$ cat src/rtl/ifc_pkg.sv
package ifc_pkg;

    typedef enum logic [1:0] {
        PH_IDLE = 2'd0,
        PH_WAIT = 2'd1,
        PH_GATE = 2'd2,
        PH_DONE = 2'd3
    } phase_t;

    // Gate length in crystal ticks: base doubled once per code step.
    function automatic int unsigned gate_ticks(input logic [1:0] code,
                                               input int unsigned base);
        return base << code;
    endfunction

endpackage

$ cat src/rtl/ifc_rise.sv
module ifc_rise (
    input  logic clk,
    input  logic rst,
    input  logic sig,
    output logic rise
);
    logic sig_q;

    always_ff @(posedge clk) begin
        if (rst) sig_q <= 1'b0;
        else     sig_q <= sig;
    end

    assign rise = sig & ~sig_q;
endmodule

$ cat src/rtl/ifc_timer.sv
module ifc_timer #(
    parameter int TW = 12
) (
    input  logic          clk,
    input  logic          rst,
    input  logic          clear,
    input  logic          advance,
    input  logic [TW-1:0] limit,
    output logic          hit
);
    logic [TW-1:0] cnt;

    assign hit = advance && (cnt == limit - 1'b1);

    always_ff @(posedge clk) begin
        if (rst || clear || hit) cnt <= '0;
        else if (advance)        cnt <= cnt + 1'b1;
    end


    timer_bound_chk: assert property (@(posedge clk) disable iff (rst)
        advance |-> (cnt < limit));
endmodule

$ cat src/rtl/ifc_accum.sv
module ifc_accum #(
    parameter int W = 20
) (
    input  logic         clk,
    input  logic         rst,
    input  logic         clear,
    input  logic         inc,
    output logic [W-1:0] count
);
    localparam logic [W-1:0] TOP = '1;

    always_ff @(posedge clk) begin
        if (rst || clear)             count <= '0;
        else if (inc && count != TOP) count <= count + 1'b1;
    end


    sat_hold_chk: assert property (@(posedge clk) disable iff (rst)
        (count == TOP && !clear) |=> (count == TOP));

    idle_hold_chk: assert property (@(posedge clk) disable iff (rst)
        (!clear && !inc) |=> $stable(count));
endmodule

$ cat src/rtl/if_freq_counter.sv
module if_freq_counter
    import ifc_pkg::*;
#(
    parameter int CNT_W      = 20,
    parameter int WAIT_TICKS = 263,
    parameter int GATE_BASE  = 300
) (
    input  logic             clk,
    input  logic             rst,
    input  logic             xtal_tick,
    input  logic             if_in,
    input  logic             start,
    input  logic [1:0]       gate_sel,
    input  logic             pll_inhibit,
    input  logic             end_mode,
    output logic [CNT_W-1:0] count_o,
    output logic             done_o,
    output logic             do_low_o
);
    localparam int MAX_T = (GATE_BASE * 8 > WAIT_TICKS) ? GATE_BASE * 8 : WAIT_TICKS;
    localparam int TW    = $clog2(MAX_T + 1);

    phase_t        phase;
    logic [1:0]    sel_q;
    logic          start_rise;
    logic          if_rise;
    logic          tmr_hit;
    logic          tmr_adv;
    logic          tmr_clr;
    logic [TW-1:0] tmr_limit;
    logic          acc_clr;
    logic          acc_inc;

    ifc_rise u_start_edge (.clk(clk), .rst(rst), .sig(start), .rise(start_rise));
    ifc_rise u_if_edge    (.clk(clk), .rst(rst), .sig(if_in), .rise(if_rise));

    assign tmr_adv   = xtal_tick && !pll_inhibit && start && !start_rise &&
                       (phase == PH_WAIT || phase == PH_GATE);
    assign tmr_clr   = !start || start_rise;
    assign tmr_limit = (phase == PH_WAIT) ? TW'(WAIT_TICKS)
                                          : TW'(gate_ticks(sel_q, GATE_BASE));

    ifc_timer #(.TW(TW)) u_timer (
        .clk(clk), .rst(rst), .clear(tmr_clr), .advance(tmr_adv),
        .limit(tmr_limit), .hit(tmr_hit)
    );

    assign acc_clr = !start || start_rise;
    assign acc_inc = (phase == PH_GATE) && if_rise && !pll_inhibit;

    ifc_accum #(.W(CNT_W)) u_accum (
        .clk(clk), .rst(rst), .clear(acc_clr), .inc(acc_inc), .count(count_o)
    );

    always_ff @(posedge clk) begin
        if (rst) begin
            phase <= PH_IDLE;
            sel_q <= 2'd0;
        end else if (!start) begin
            phase <= PH_IDLE;
        end else if (start_rise) begin
            phase <= PH_WAIT;
            sel_q <= gate_sel;
        end else if (tmr_hit) begin
            if (phase == PH_WAIT)      phase <= PH_GATE;
            else if (phase == PH_GATE) phase <= PH_DONE;
        end
    end

    assign done_o   = (phase == PH_DONE);
    assign do_low_o = end_mode && done_o;


    stop_clears_chk: assert property (@(posedge clk) disable iff (rst)
        !start |=> (count_o == '0 && !done_o));

    rearm_release_chk: assert property (@(posedge clk) disable iff (rst)
        start_rise |=> !do_low_o);

    inhibit_freeze_chk: assert property (@(posedge clk) disable iff (rst)
        (pll_inhibit && start && !start_rise) |=> ($stable(count_o) && $stable(phase)));

    wait_no_count_chk: assert property (@(posedge clk) disable iff (rst)
        (phase == PH_WAIT) |-> (count_o == '0));

    sel_hold_chk: assert property (@(posedge clk) disable iff (rst)
        (start && !start_rise) |=> $stable(sel_q));
endmodule

$ cat config.mk
export PLATFORM = sky130hd
export DESIGN_NAME = if_freq_counter
export DESIGN_NICKNAME = d
export VERILOG_FILES = /design/src/rtl/ifc_pkg.sv /design/src/rtl/ifc_rise.sv /design/src/rtl/ifc_timer.sv /design/src/rtl/ifc_accum.sv /design/src/rtl/if_freq_counter.sv
export SDC_FILE = /design/constraint.sdc
export NUM_CORES = 1
export LEC_CHECK = 0
export BUFFER_PORTS_ARGS = -buffer_cell sky130_fd_sc_hd__buf_2
export CAP_MARGIN = 20
export CORE_ASPECT_RATIO = 1.75
export CORE_UTILIZATION = 40
export CTS_BUF_LIST = sky130_fd_sc_hd__clkbuf_16
export CTS_CLUSTER_DIAMETER = 80
export DETAILED_ROUTE_END_ITERATION = 7
export REMOVE_ABC_BUFFERS = 1
export SYNTH_ARGS = -nofsm -noshare
export SYNTH_HDL_FRONTEND = slang
export SYNTH_SLANG_ARGS = --single-unit
$ cat constraint.sdc
create_clock -name clk -period 3.3 [get_ports clk]
set_input_delay 0.165 -clock clk [delete_from_list [all_inputs] [get_ports clk]]
set_output_delay 0.165 -clock clk [all_outputs]
set_load 0.005 [all_outputs]
==> impl_results.md, run 1 <==
- Outcome: finished, final reports clean
- Post-Synth XOR/XNOR Area: 0.142
- Arrival time at the worst endpoint: 2.81 ns
- Latest clock arrival within the worst-skew pair: 0.28 ns
- Synth area leader: dfxtp_1
- Routed WL per cell: 13.4 µm
- Place WS: 0.624 ns
- Post-place instance area: 2460 µm²
- Setup_tns: 0 ns
- Total GRT Usage: 0.177
- Max_slew headroom: 0.659
- Synth Area in Compound Gates: 0.0657
- Max-slew violation count: 0
- Cell Area, Synth: 2230 µm²
- Layout cells sized above 1: 0.237
- Startpoint type of the worst setup path: flip-flop
- Critical Path Fanout Max: 10
- CTS buffer count: 5
- Final worst path period need: 2.65 ns
- Resized cells post-CTS: 0
- Leakage Power: 0.987 nW
- Final Cycle Share: 0.804
- Worst Path Required: 3.45 ns
- Number of enable flip-flop cells after synthesis: 0
- Final instance area: 2620 µm²
- Clock tree sinks: 38
- H-Tree Depth: 2
- DRT Pass-1 Iters: 4
- Port bufs: 30
- Die ar.: 5880 µm²
- Post-synthesis mux area share: 0.0180
- RSZ-0062 raised after global routing: false
- I/O pin total: 31
- Filler cell count in the final layout: 551
- Clk pin slew, worst setup/hold paths: 0.06 ns
- Top post-synthesis cells by area: dfxtp_1 (34%), xnor2_1 (7.5%), ha_1 (6.7%)
- Max Clk Rate: 377 MHz
- Maxcap violations: 0
- Sequential area share after synthesis: 0.342
- Antenna violations before repair: 0
- Worst VDD drop: 275 µV
- Setup-failing EPs final: 0
- Pin count of the biggest net entering global routing: 34
- Largest family of logic cells by synthesized area: simple AND/OR/NAND/NOR gates
- Grt total ovfl: 0
- DRC Markers: 0
- Post-Route Utilization: 0.495
- RePlAce Congestion: 0.855
- Dpl hpwl: 3500 µm
- Initial core utilization: 0.420
- Clk root buf: clkbuf_16
- Critical path class: flip-flop to flip-flop
- Cells after synthesis: 246
- FF/Latch Area: 761 µm²
- Ys async rst share: 0
- Hold Path Class: input port to flip-flop
- Most frequent cells in the layout: nor2_1 (38), dfxtp_1 (38), buf_2 (30)
- Number of vias per cell: 5.01
- Crit end category: flip-flop
- Postcts setup bufs: 0
- Final #Nets: 299
- Share of the synthesized area in the top cell type: 0.342
- CTS tree: yes
- First-pass GRT wire length: 7870 µm
- Worst-margin pin slew: 0.507 ns
- Avg Cell Area, Syn: 9.05 µm²
- Die height: 101 µm
- Post-CTS Hold Fix Bufs: 0
- DR vias: 1770
- Total Power: 0.00106 W
- Routed wire length: 4740 µm
- Synth unique cells: 49
- # rows: 35
- Final worst slack: 0.647 ns
- Synthesis-stage register bit count: 38
- Yosys warns: 0
- Simple-gate share of the synthesized area: 0.332
- Synth Flop Type: dfxtp_1
- Vias in the first global route: 1713
- Layout area overhead: 17.7%
- Max clock buf depth: 2
- Final Hold Fails: 0
- Routed Antenna Nets: 0
- First DRT Iteration DRCs: 34
- Skew final: 0.00712 ns
- Antenna diode count: 0
- Pwr/cell area: 405 nW/µm²
- Core area: 5300 µm²
- Multi-input logic area: 1390 µm²
- Die W: 58.4 µm
- Post-Synth Adder-Cell Area: 0.0674
final cells by class:
| class | instances | share of cell area |
|---|---|---|
| Clock buffer | 5 | 0.0477 |
| Clock inverter | 3 | 0.0153 |
| Inverter | 9 | 0.0129 |
| Multi-Input combinational cell | 192 | 0.531 |
| Sequential cell | 38 | 0.290 |
| Tap cell | 74 | 0.0353 |
| Timing Repair Buffer | 32 | 0.0678 |
layer usage:
metal  GRT usage  vias to the layer above  wire length (µm)
li1            -                      913                 -
met1       0.187                      817              1860
met2       0.328                       29              2600
met3      0.0270                       11               123
met4      0.0916                        0               152
met5           0                        -                 0
flip-flops by register name, indices dropped and copies added (netlist names):
name / count
u_accum.count: 20
u_timer.cnt: 12
phase: 2
sel_q: 2
u_if_edge.sig_q: 1
u_start_edge.sig_q: 1
worst max-delay path: stages, from the launching register on:
cell       delay (ns)
dfxtp_1          0.37
inv_1            0.08
ha_1             0.24
or2_2            0.29
ha_1             0.30
xnor2_1          0.13
a2111oi_0        0.37
nand4_1          0.19
a21oi_2          0.32
buf_12           0.19
nor3_1           0.05
cells in the mapped netlist, types with 2 or more instances:
cell type	instances
or3_4	2
buf_2	2
mux2i_1	4
a21oi_1	5
inv_1	9
nor2b_1	5
and4_1	2
nor4_2	2
ha_1	12
xor2_1	17
nor3_1	3
and3_1	9
xnor2_1	19
nor2_1	38
nand2b_1	2
nor3_2	9
nand2_1	14
and4bb_2	2
nand4_1	10
and2_1	2
clkbuf_1	3
o21ai_0	5
dfxtp_1	38
nand3_1	7
power breakdown:
group	total (W)	switching, W	internal [W]
combinational	0.0000546	0.0000307	0.0000239
clock	0.000542	0.000188	0.000354
sequential	0.000466	0.00000398	0.000462
per-stage QoR:
stage	std cells	hold WS (ns)
2_1_floorplan	239	0.237
3_3_place_gp	345	0.398
3_5_place_dp	345	0.402
4_1_cts	353	0.112
5_1_grt	353	0.120
6_report	353	0.113
final timing paths:
kind | slack, ns | start | endpoint | depth (start not counted)
worst max register to register | 0.65 | phase[1] | u_timer.cnt[3] | 10
worst max-delay path | 0.65 | phase[1] | u_timer.cnt[3] | 10
worst min register to register | 0.53 | u_accum.count[5] | u_accum.count[5] | 2
worst min-delay path | 0.11 | rst | u_if_edge.sig_q | 2
cells by family after synthesis:
| group | count (synthesis) |
|---|---|
| buffers and inverters | 16 |
| XOR/XNOR | 36 |
| multiplexers | 4 |
| flip-flops | 38 |
| adder cells (fa/ha/maj) | 12 |
| AO/OA/AOI/OAI | 21 |
| AND/OR/NAND/NOR | 119 |
No activity file was read; power rests on OpenSTA's default activity.
==> run 2, diff against run 1 <==
--- a/config.mk
+++ b/config.mk
@@ -5,6 +5,7 @@
 export SDC_FILE = /design/constraint.sdc
 export NUM_CORES = 1
 export LEC_CHECK = 0
+export ABC_AREA = 1
 export BUFFER_PORTS_ARGS = -buffer_cell sky130_fd_sc_hd__buf_2
 export CAP_MARGIN = 20
 export CORE_ASPECT_RATIO = 1.75
==> constraint.sdc (replaced) <==
create_clock -name clk -period 2.5 [get_ports clk]
set_input_delay 0.125 -clock clk [delete_from_list [all_inputs] [get_ports clk]]
set_output_delay 0.125 -clock clk [all_outputs]
set_load 0.005 [all_outputs]
==> run 2 against run 1 <==
Clock skew fell by 0.0037 ns. Sequential power is 32% higher. Power is 44% higher. Synthesized cell count rose by 46%. Clock power rose by 53%. Critical path depth rose by 4. Critical path type unchanged.
==> impl_results.md, run 2 <==
- Outcome: finished, final reports clean (unchanged)
- Total Power: 0.00153 W (was 0.00106 W)
- Critical Path Fanout Max: 12 (was 10)
- RePlAce Congestion: 0.897 (was 0.855)
- Worst Reg-to-Reg Cells: 14 (was 10)
- Yosys warns: 0 (unchanged)
- Avg Cell Area, Syn: 6.59 µm² (was 9.05 µm²)
- Max_slew headroom: 0.659 (about the same)
- Synth Flop Type: dfxtp_1 (unchanged)
- CTS buffer count: 5 (unchanged)
- Cell Area, Synth: 2360 µm² (was 2230 µm²)
- Antenna violations before repair: 0 (unchanged)
- Top reg by flops: u_accum.count (unchanged)
- Sequential area share after synthesis: 0.322 (was 0.342)
- Post-place instance area: 2590 µm² (was 2460 µm²)
- # rows: 36 (was 35)
- Initial core utilization: 0.419 (was 0.420)
- Resized cells post-CTS: 0 (unchanged)
- Synth Area in Compound Gates: 0.0838 (was 0.0657)
- Critical path class: flip-flop to flip-flop (unchanged)
- Hold Path Stages: 2 (unchanged)
- RSZ-0062 raised after global routing: false (unchanged)
- Final Cycle Share: 0.896 (was 0.804)
- Number of flip-flops in the largest register: 20 (unchanged)
- Layout cells sized above 1: 0.122 (was 0.237)
- Hold Path Class: input port to flip-flop (unchanged)
- Most instantiated library cell after synthesis: nand2_1
- Top post-synthesis cells by area: dfxtp_1 (32%), nand2_1 (16%), inv_1 (7.3%) (was dfxtp_1 (34%), xnor2_1 (7.5%), ha_1 (6.7%))
- Final instance area: 2780 µm² (was 2620 µm²)
- Total GRT Usage: 0.214 (was 0.177)
- DRC Markers: 0 (unchanged)
- Pin count of the biggest net entering global routing: 19 (was 34)
- Postcts setup bufs: 0 (unchanged)
- Latest clock arrival within the worst-skew pair: 0.28 ns (about the same)
- Post-CTS Hold Fix Bufs: 0 (unchanged)
- Skew final: 0.00337 ns (was 0.00712 ns)
- Final #Nets: 413 (was 299)
- Final Hold Fails: 0 (unchanged)
- Number of vias per cell: 4.96 (was 5.01)
- Synthesis-stage register bit count: 38 (unchanged)
- Largest regs: u_accum.count: 20 flops, u_timer.cnt: 12 flops (unchanged)
- Max Clk Rate: 446 MHz (was 377 MHz)
- Largest family of logic cells by synthesized area: simple AND/OR/NAND/NOR gates (unchanged)
- Die ar.: 6220 µm² (was 5880 µm²)
- Setup_tns: 0 ns (unchanged)
- Maxcap violations: 0 (unchanged)
- Die height: 104 µm (was 101 µm)
- Place WS: 0.274 ns (was 0.624 ns)
- First DRT Iteration DRCs: 96 (was 34)
- Worst VDD drop: 330 µV (was 275 µV)
- DRT Pass-1 Iters: 4 (unchanged)
- Worst Path Required: 2.67 ns (was 3.45 ns)
- Clk root buf: clkbuf_16 (unchanged)
- Clk pin slew, worst setup/hold paths: 0.06 ns (about the same)
- CTS tree: yes (unchanged)
- Antenna diode count: 0 (unchanged)
- Ys async rst share: 0 (unchanged)
- Die W: 60.1 µm (was 58.4 µm)
- Simple-gate share of the synthesized area: 0.365 (was 0.332)
- Core area: 5630 µm² (was 5300 µm²)
- Dpl hpwl: 4610 µm (was 3500 µm)
- Post-synthesis mux area share: 0 (was 0.0180)
- Cells after synthesis: 358 (was 246)
- Routed wire length: 6040 µm (was 4740 µm)
- Commonest non-fill, non-tap cell in the layout: nand2_1
- Setup-failing EPs final: 0 (unchanged)
- Crit end category: flip-flop (unchanged)
- Synth area leader: dfxtp_1 (unchanged)
- Post-Synth Adder-Cell Area: 0.0636 (was 0.0674)
- Max clock buf depth: 2 (unchanged)
- Synth unique cells: 25 (was 49)
- Routed Antenna Nets: 0 (unchanged)
- Post-Route Utilization: 0.494 (was 0.495)
- Vias in the first global route: 2276 (was 1713)
- H-Tree Depth: 2 (unchanged)
- Post-Synth XOR/XNOR Area: 0.0705 (was 0.142)
- Final worst slack: 0.260 ns (was 0.647 ns)
- Share of the synthesized area in the top cell type: 0.322 (was 0.342)
- I/O pin total: 31 (unchanged)
- Reg2reg setup slack: 0.26 ns (was 0.65 ns)
- Arrival time at the worst endpoint: 2.41 ns (was 2.81 ns)
- First-pass GRT wire length: 10000 µm (was 7870 µm)
- Number of enable flip-flop cells after synthesis: 0 (unchanged)
- Leakage Power: 1.14 nW (was 0.987 nW)
- Most frequent cells in the layout: nand2_1 (100), inv_1 (46), nor2_1 (42) (was nor2_1 (38), dfxtp_1 (38), buf_2 (30))
- Port bufs: 30 (unchanged)
- Layout area overhead: 17.9% (was 17.7%)
- Worst-margin pin slew: 0.511 ns (was 0.507 ns)
- Pwr/cell area: 549 nW/µm² (was 405 nW/µm²)
- Max-slew violation count: 0 (unchanged)
- Routed WL per cell: 12.9 µm (was 13.4 µm)
- Startpoint type of the worst setup path: flip-flop (unchanged)
- Grt total ovfl: 0 (unchanged)
- Final worst path period need: 2.24 ns (was 2.65 ns)
- DR vias: 2325 (was 1770)
- Clock tree sinks: 38 (unchanged)
- Top cells by count, synth: nand2_1 (100), inv_1 (46), nor2_1 (42), dfxtp_1 (38), a21oi_1 (23) (was dfxtp_1 (38), nor2_1 (38), xnor2_1 (19), xor2_1 (17), nand2_1 (14))
-- run 2: worst max-delay path, stage by stage, from the launching register on --
cell     delay [ns]
dfxtp_1        0.33
inv_1          0.19
ha_1           0.30
nor2_2         0.07
ha_1           0.30
nor2_1         0.04
nor2_1         0.09
nand2_1        0.06
nor2_1         0.11
nand3_1        0.08
nor2_1         0.16
nand2_1        0.10
nand2_1        0.07
buf_4          0.18
nor2_1         0.06
-- run 2: cells by family (layout without fill, tap and decap cells) --
| kind of cell | count (synthesis) | count (layout) |
|---|---|---|
| DFF | 38 | 38 |
| AOI/OAI and AO/OA | 38 | 38 |
| xor gates and xnor gates | 19 | 19 |
| buffers and inverters | 53 | 88 |
| and+or+nand+nor | 198 | 198 |
| adders and majority gates | 12 | 12 |
-- run 2: stage by stage --
step,hold slack [ns],instances
after floorplan,0.197,352
after global placement,0.346,461
after detailed placement,0.370,461
after CTS,0.0702,469
after global routing,0.0737,469
final,0.0723,469
-- run 2: path summary, 6_finish.rpt --
path	to	start
worst max-delay path	u_timer.cnt[7]	sel_q[1]
worst min-delay path	u_if_edge.sig_q	rst
worst max register to register	u_timer.cnt[7]	sel_q[1]
worst min register to register	u_timer.cnt[10]	u_timer.cnt[10]
-- run 2: per-layer routing --
metal	wire (µm)	vias to the layer above	GRT usage
li1	-	1204	-
met1	2320	1061	0.208
met2	3320	44	0.397
met3	131	16	0.0337
met4	263	0	0.121
met5	0	-	0
-- run 2: area by class of cell --
cell class | instances | area, µm²
multi-input cells | 267 | 1380
repair buffers | 33 | 185
fillers | 611 | 2850
clock buffers | 5 | 125
flip-flops and latches | 38 | 761
inverters | 47 | 176
clock inverters | 3 | 63.8
well taps | 76 | 95.1
-- run 2: power by group --
| group | leakage, nW | switching (W) | internal (W) |
|---|---|---|---|
| logic | 0.740 | 0.0000541 | 0.0000306 |
| clock network | 0.0915 | 0.000258 | 0.000568 |
| registers | 0.307 | 0.00000426 | 0.000610 |
==> run 3, diff against run 2 <==
--- a/config.mk
+++ b/config.mk
@@ -13,6 +13,7 @@
 export CTS_BUF_LIST = sky130_fd_sc_hd__clkbuf_16
 export CTS_CLUSTER_DIAMETER = 80
 export DETAILED_ROUTE_END_ITERATION = 7
+export MAX_ROUTING_LAYER = met4
 export REMOVE_ABC_BUFFERS = 1
 export SYNTH_ARGS = -nofsm -noshare
 export SYNTH_HDL_FRONTEND = slang
==> run 3 against run 2 <==
Clock power down 27%. Highest routed layer unchanged. Die area stayed put. Non-clock buffer count stayed put. Largest cell class unchanged. Sequential power about the same. Critical path depth did not move. Hold slack lost 0.0023 ns. Largest power group is now registers. Power is 15% lower. Maximum frequency is 0.65% higher. Sequential cell count is the same. Setup slack better by 0.014 ns. Core utilization fell by 1.1 points.
==> impl_results.md, run 3 (synthesis gave the netlist of run 2 again) <==
- Setup-failing EPs final: 0 (unchanged)
- # rows: 36 (unchanged)
- Max-slew violation count: 0 (unchanged)
- Crit end category: flip-flop (unchanged)
- Dpl hpwl: 4640 µm (was 4610 µm)
- Grt total ovfl: 0 (unchanged)
- Core area: 5630 µm² (unchanged)
- Postcts setup bufs: 0 (unchanged)
- Crit path from: phase[1] (was sel_q[1])
- Skew final: 0.00347 ns (was 0.00337 ns)
- CP Capture Point: u_timer.cnt[8] (was u_timer.cnt[7])
- Worst VDD drop: 315 µV (was 330 µV)
- Outcome: finished, final reports clean (unchanged)
- R2R Path Start: phase[1] (was sel_q[1])
- Reg2reg end: u_timer.cnt[8] (was u_timer.cnt[7])
- Max Clk Rate: 449 MHz (was 446 MHz)
- First-pass GRT wire length: 10100 µm (was 10000 µm)
- Filler cell count in the final layout: 611 (unchanged)
- First DRT Iteration DRCs: 80 (was 96)
- Post-CTS Hold Fix Bufs: 0 (unchanged)
- Worst Path Required: 2.67 ns (about the same)
- Number of flip-flops in the largest register: 20 (unchanged)
- Total GRT Usage: 0.220 (was 0.214)
- Final Hold Fails: 0 (unchanged)
- Latest clock arrival within the worst-skew pair: 0.28 ns (about the same)
- Routed WL per cell: 12.7 µm (was 12.9 µm)
- Largest regs: u_accum.count: 20 flops, u_timer.cnt: 12 flops (unchanged)
- I/O pin total: 31 (unchanged)
- DRT Pass-1 Iters: 4 (unchanged)
- Layout area overhead: 15.2% (was 17.9%)
- Resized cells post-CTS: 0 (unchanged)
- Clk pin slew, worst setup/hold paths: 0.06 ns (about the same)
- Die height: 104 µm (unchanged)
- DRC Markers: 0 (unchanged)
- Most frequent cells in the layout: nand2_1 (100), inv_1 (47), nor2_1 (42) (was nand2_1 (100), inv_1 (46), nor2_1 (42))
- Final worst path period need: 2.23 ns (was 2.24 ns)
- Top reg by flops: u_accum.count (unchanged)
- Setup_tns: 0 ns (unchanged)
- Critical path class: flip-flop to flip-flop (unchanged)
- Leakage Power: 1.12 nW (was 1.14 nW)
- Clk root buf: clkbuf_16 (unchanged)
- RePlAce Congestion: 0.918 (was 0.897)
- DR vias: 2304 (was 2325)
- Die W: 60.1 µm (unchanged)
- RSZ-0062 raised after global routing: false (unchanged)
- Maxcap violations: 0 (unchanged)
- CTS tree: yes (unchanged)
- Initial core utilization: 0.419 (unchanged)
- Max clock buf depth: 2 (unchanged)
- Commonest non-fill, non-tap cell in the layout: nand2_1 (unchanged)
- Startpoint type of the worst setup path: flip-flop (unchanged)
- Vias in the first global route: 2318 (was 2276)
- Antenna violations before repair: 0 (unchanged)
- Pwr/cell area: 479 nW/µm² (was 549 nW/µm²)
- Post-Route Utilization: 0.483 (was 0.494)
- Final #Nets: 413 (unchanged)
- Number of vias per cell: 4.91 (was 4.96)
- Worst-margin pin slew: 0.496 ns (was 0.511 ns)
- Final Cycle Share: 0.890 (was 0.896)
- Clock tree sinks: 38 (unchanged)
- Arrival time at the worst endpoint: 2.39 ns (was 2.41 ns)
- Reg2reg setup slack: 0.27 ns (was 0.26 ns)
- Die ar.: 6220 µm² (unchanged)
- Worst Reg-to-Reg Cells: 14 (unchanged)
- H-Tree Depth: 2 (unchanged)
- Critical Path Fanout Max: 12 (unchanged)
- Layout cells sized above 1: 0.120 (was 0.122)
- Antenna diode count: 0 (unchanged)
- Port bufs: 30 (unchanged)
- Routed wire length: 5940 µm (was 6040 µm)
- Hold Path Class: input port to flip-flop (unchanged)
- Routed Antenna Nets: 0 (unchanged)
- Max_slew headroom: 0.669 (was 0.659)
- CTS buffer count: 5 (unchanged)
- Pin count of the biggest net entering global routing: 20 (was 19)
-- run 3: per-stage QoR --
stage                     area (µm²)  hold slack, ns  total power, W  instances  setup WS, ns
after detailed placement        2580           0.361        0.000713        461         0.272
after global routing            2720          0.0746         0.00135        469        0.0177
after global placement          2580           0.345        0.000712        461         0.308
after CTS                       2720          0.0693         0.00132        469         0.255
final                           2720          0.0699         0.00130        469         0.274
after floorplan                 2310           0.197        0.000687        352         0.335
-- run 3: layout make-up --
type / count / area (µm²) / share of cell area
Clock inverter: 3 / 12.5 / 0.00460
Clock buffer: 5 / 125 / 0.0460
Multi-Input combinational cell: 267 / 1380 / 0.506
Tap cell: 76 / 95.1 / 0.0350
Timing Repair Buffer: 33 / 173 / 0.0635
Sequential cell: 38 / 761 / 0.280
Inverter: 47 / 176 / 0.0649
-- run 3: metal layers --
metal / global-route usage / share of wire
met2: 0.412 / 0.58
met3: 0.0325 / 0.015
met5: - / 0
met4: 0.0847 / 0.021
met1: 0.212 / 0.39
-- run 3: worst min-delay path by stage --
stage / from / end / cells past startpoint
floorplan: rst / u_if_edge.sig_q / 1
global placement: if_in / u_if_edge.sig_q / 3
detailed placement: if_in / u_if_edge.sig_q / 3
CTS: rst / u_if_edge.sig_q / 2
global route: rst / u_if_edge.sig_q / 2
finish: if_in / u_if_edge.sig_q / 3
-- run 3: power by group --
group	internal, W	total (W)	switching (W)
Sequential	0.000611	0.000615	0.00000422
Combinational	0.0000305	0.0000845	0.0000539
Clock	0.000361	0.000602	0.000241
Total	0.00100	0.00130	0.000299
-- run 3: worst max-delay path, cell delays in order (launching register included) --
cell and delay (ns):
dfxtp_1 0.35, inv_1 0.08, ha_1 0.22, inv_1 0.17
nand2_1 0.08, ha_1 0.31, nand2_1 0.09, nand3_1 0.08
nor2_1 0.10, nand3_1 0.08, nor2_1 0.16, nand2_1 0.09
nand2_1 0.06, buf_4 0.18, nor2_1 0.07
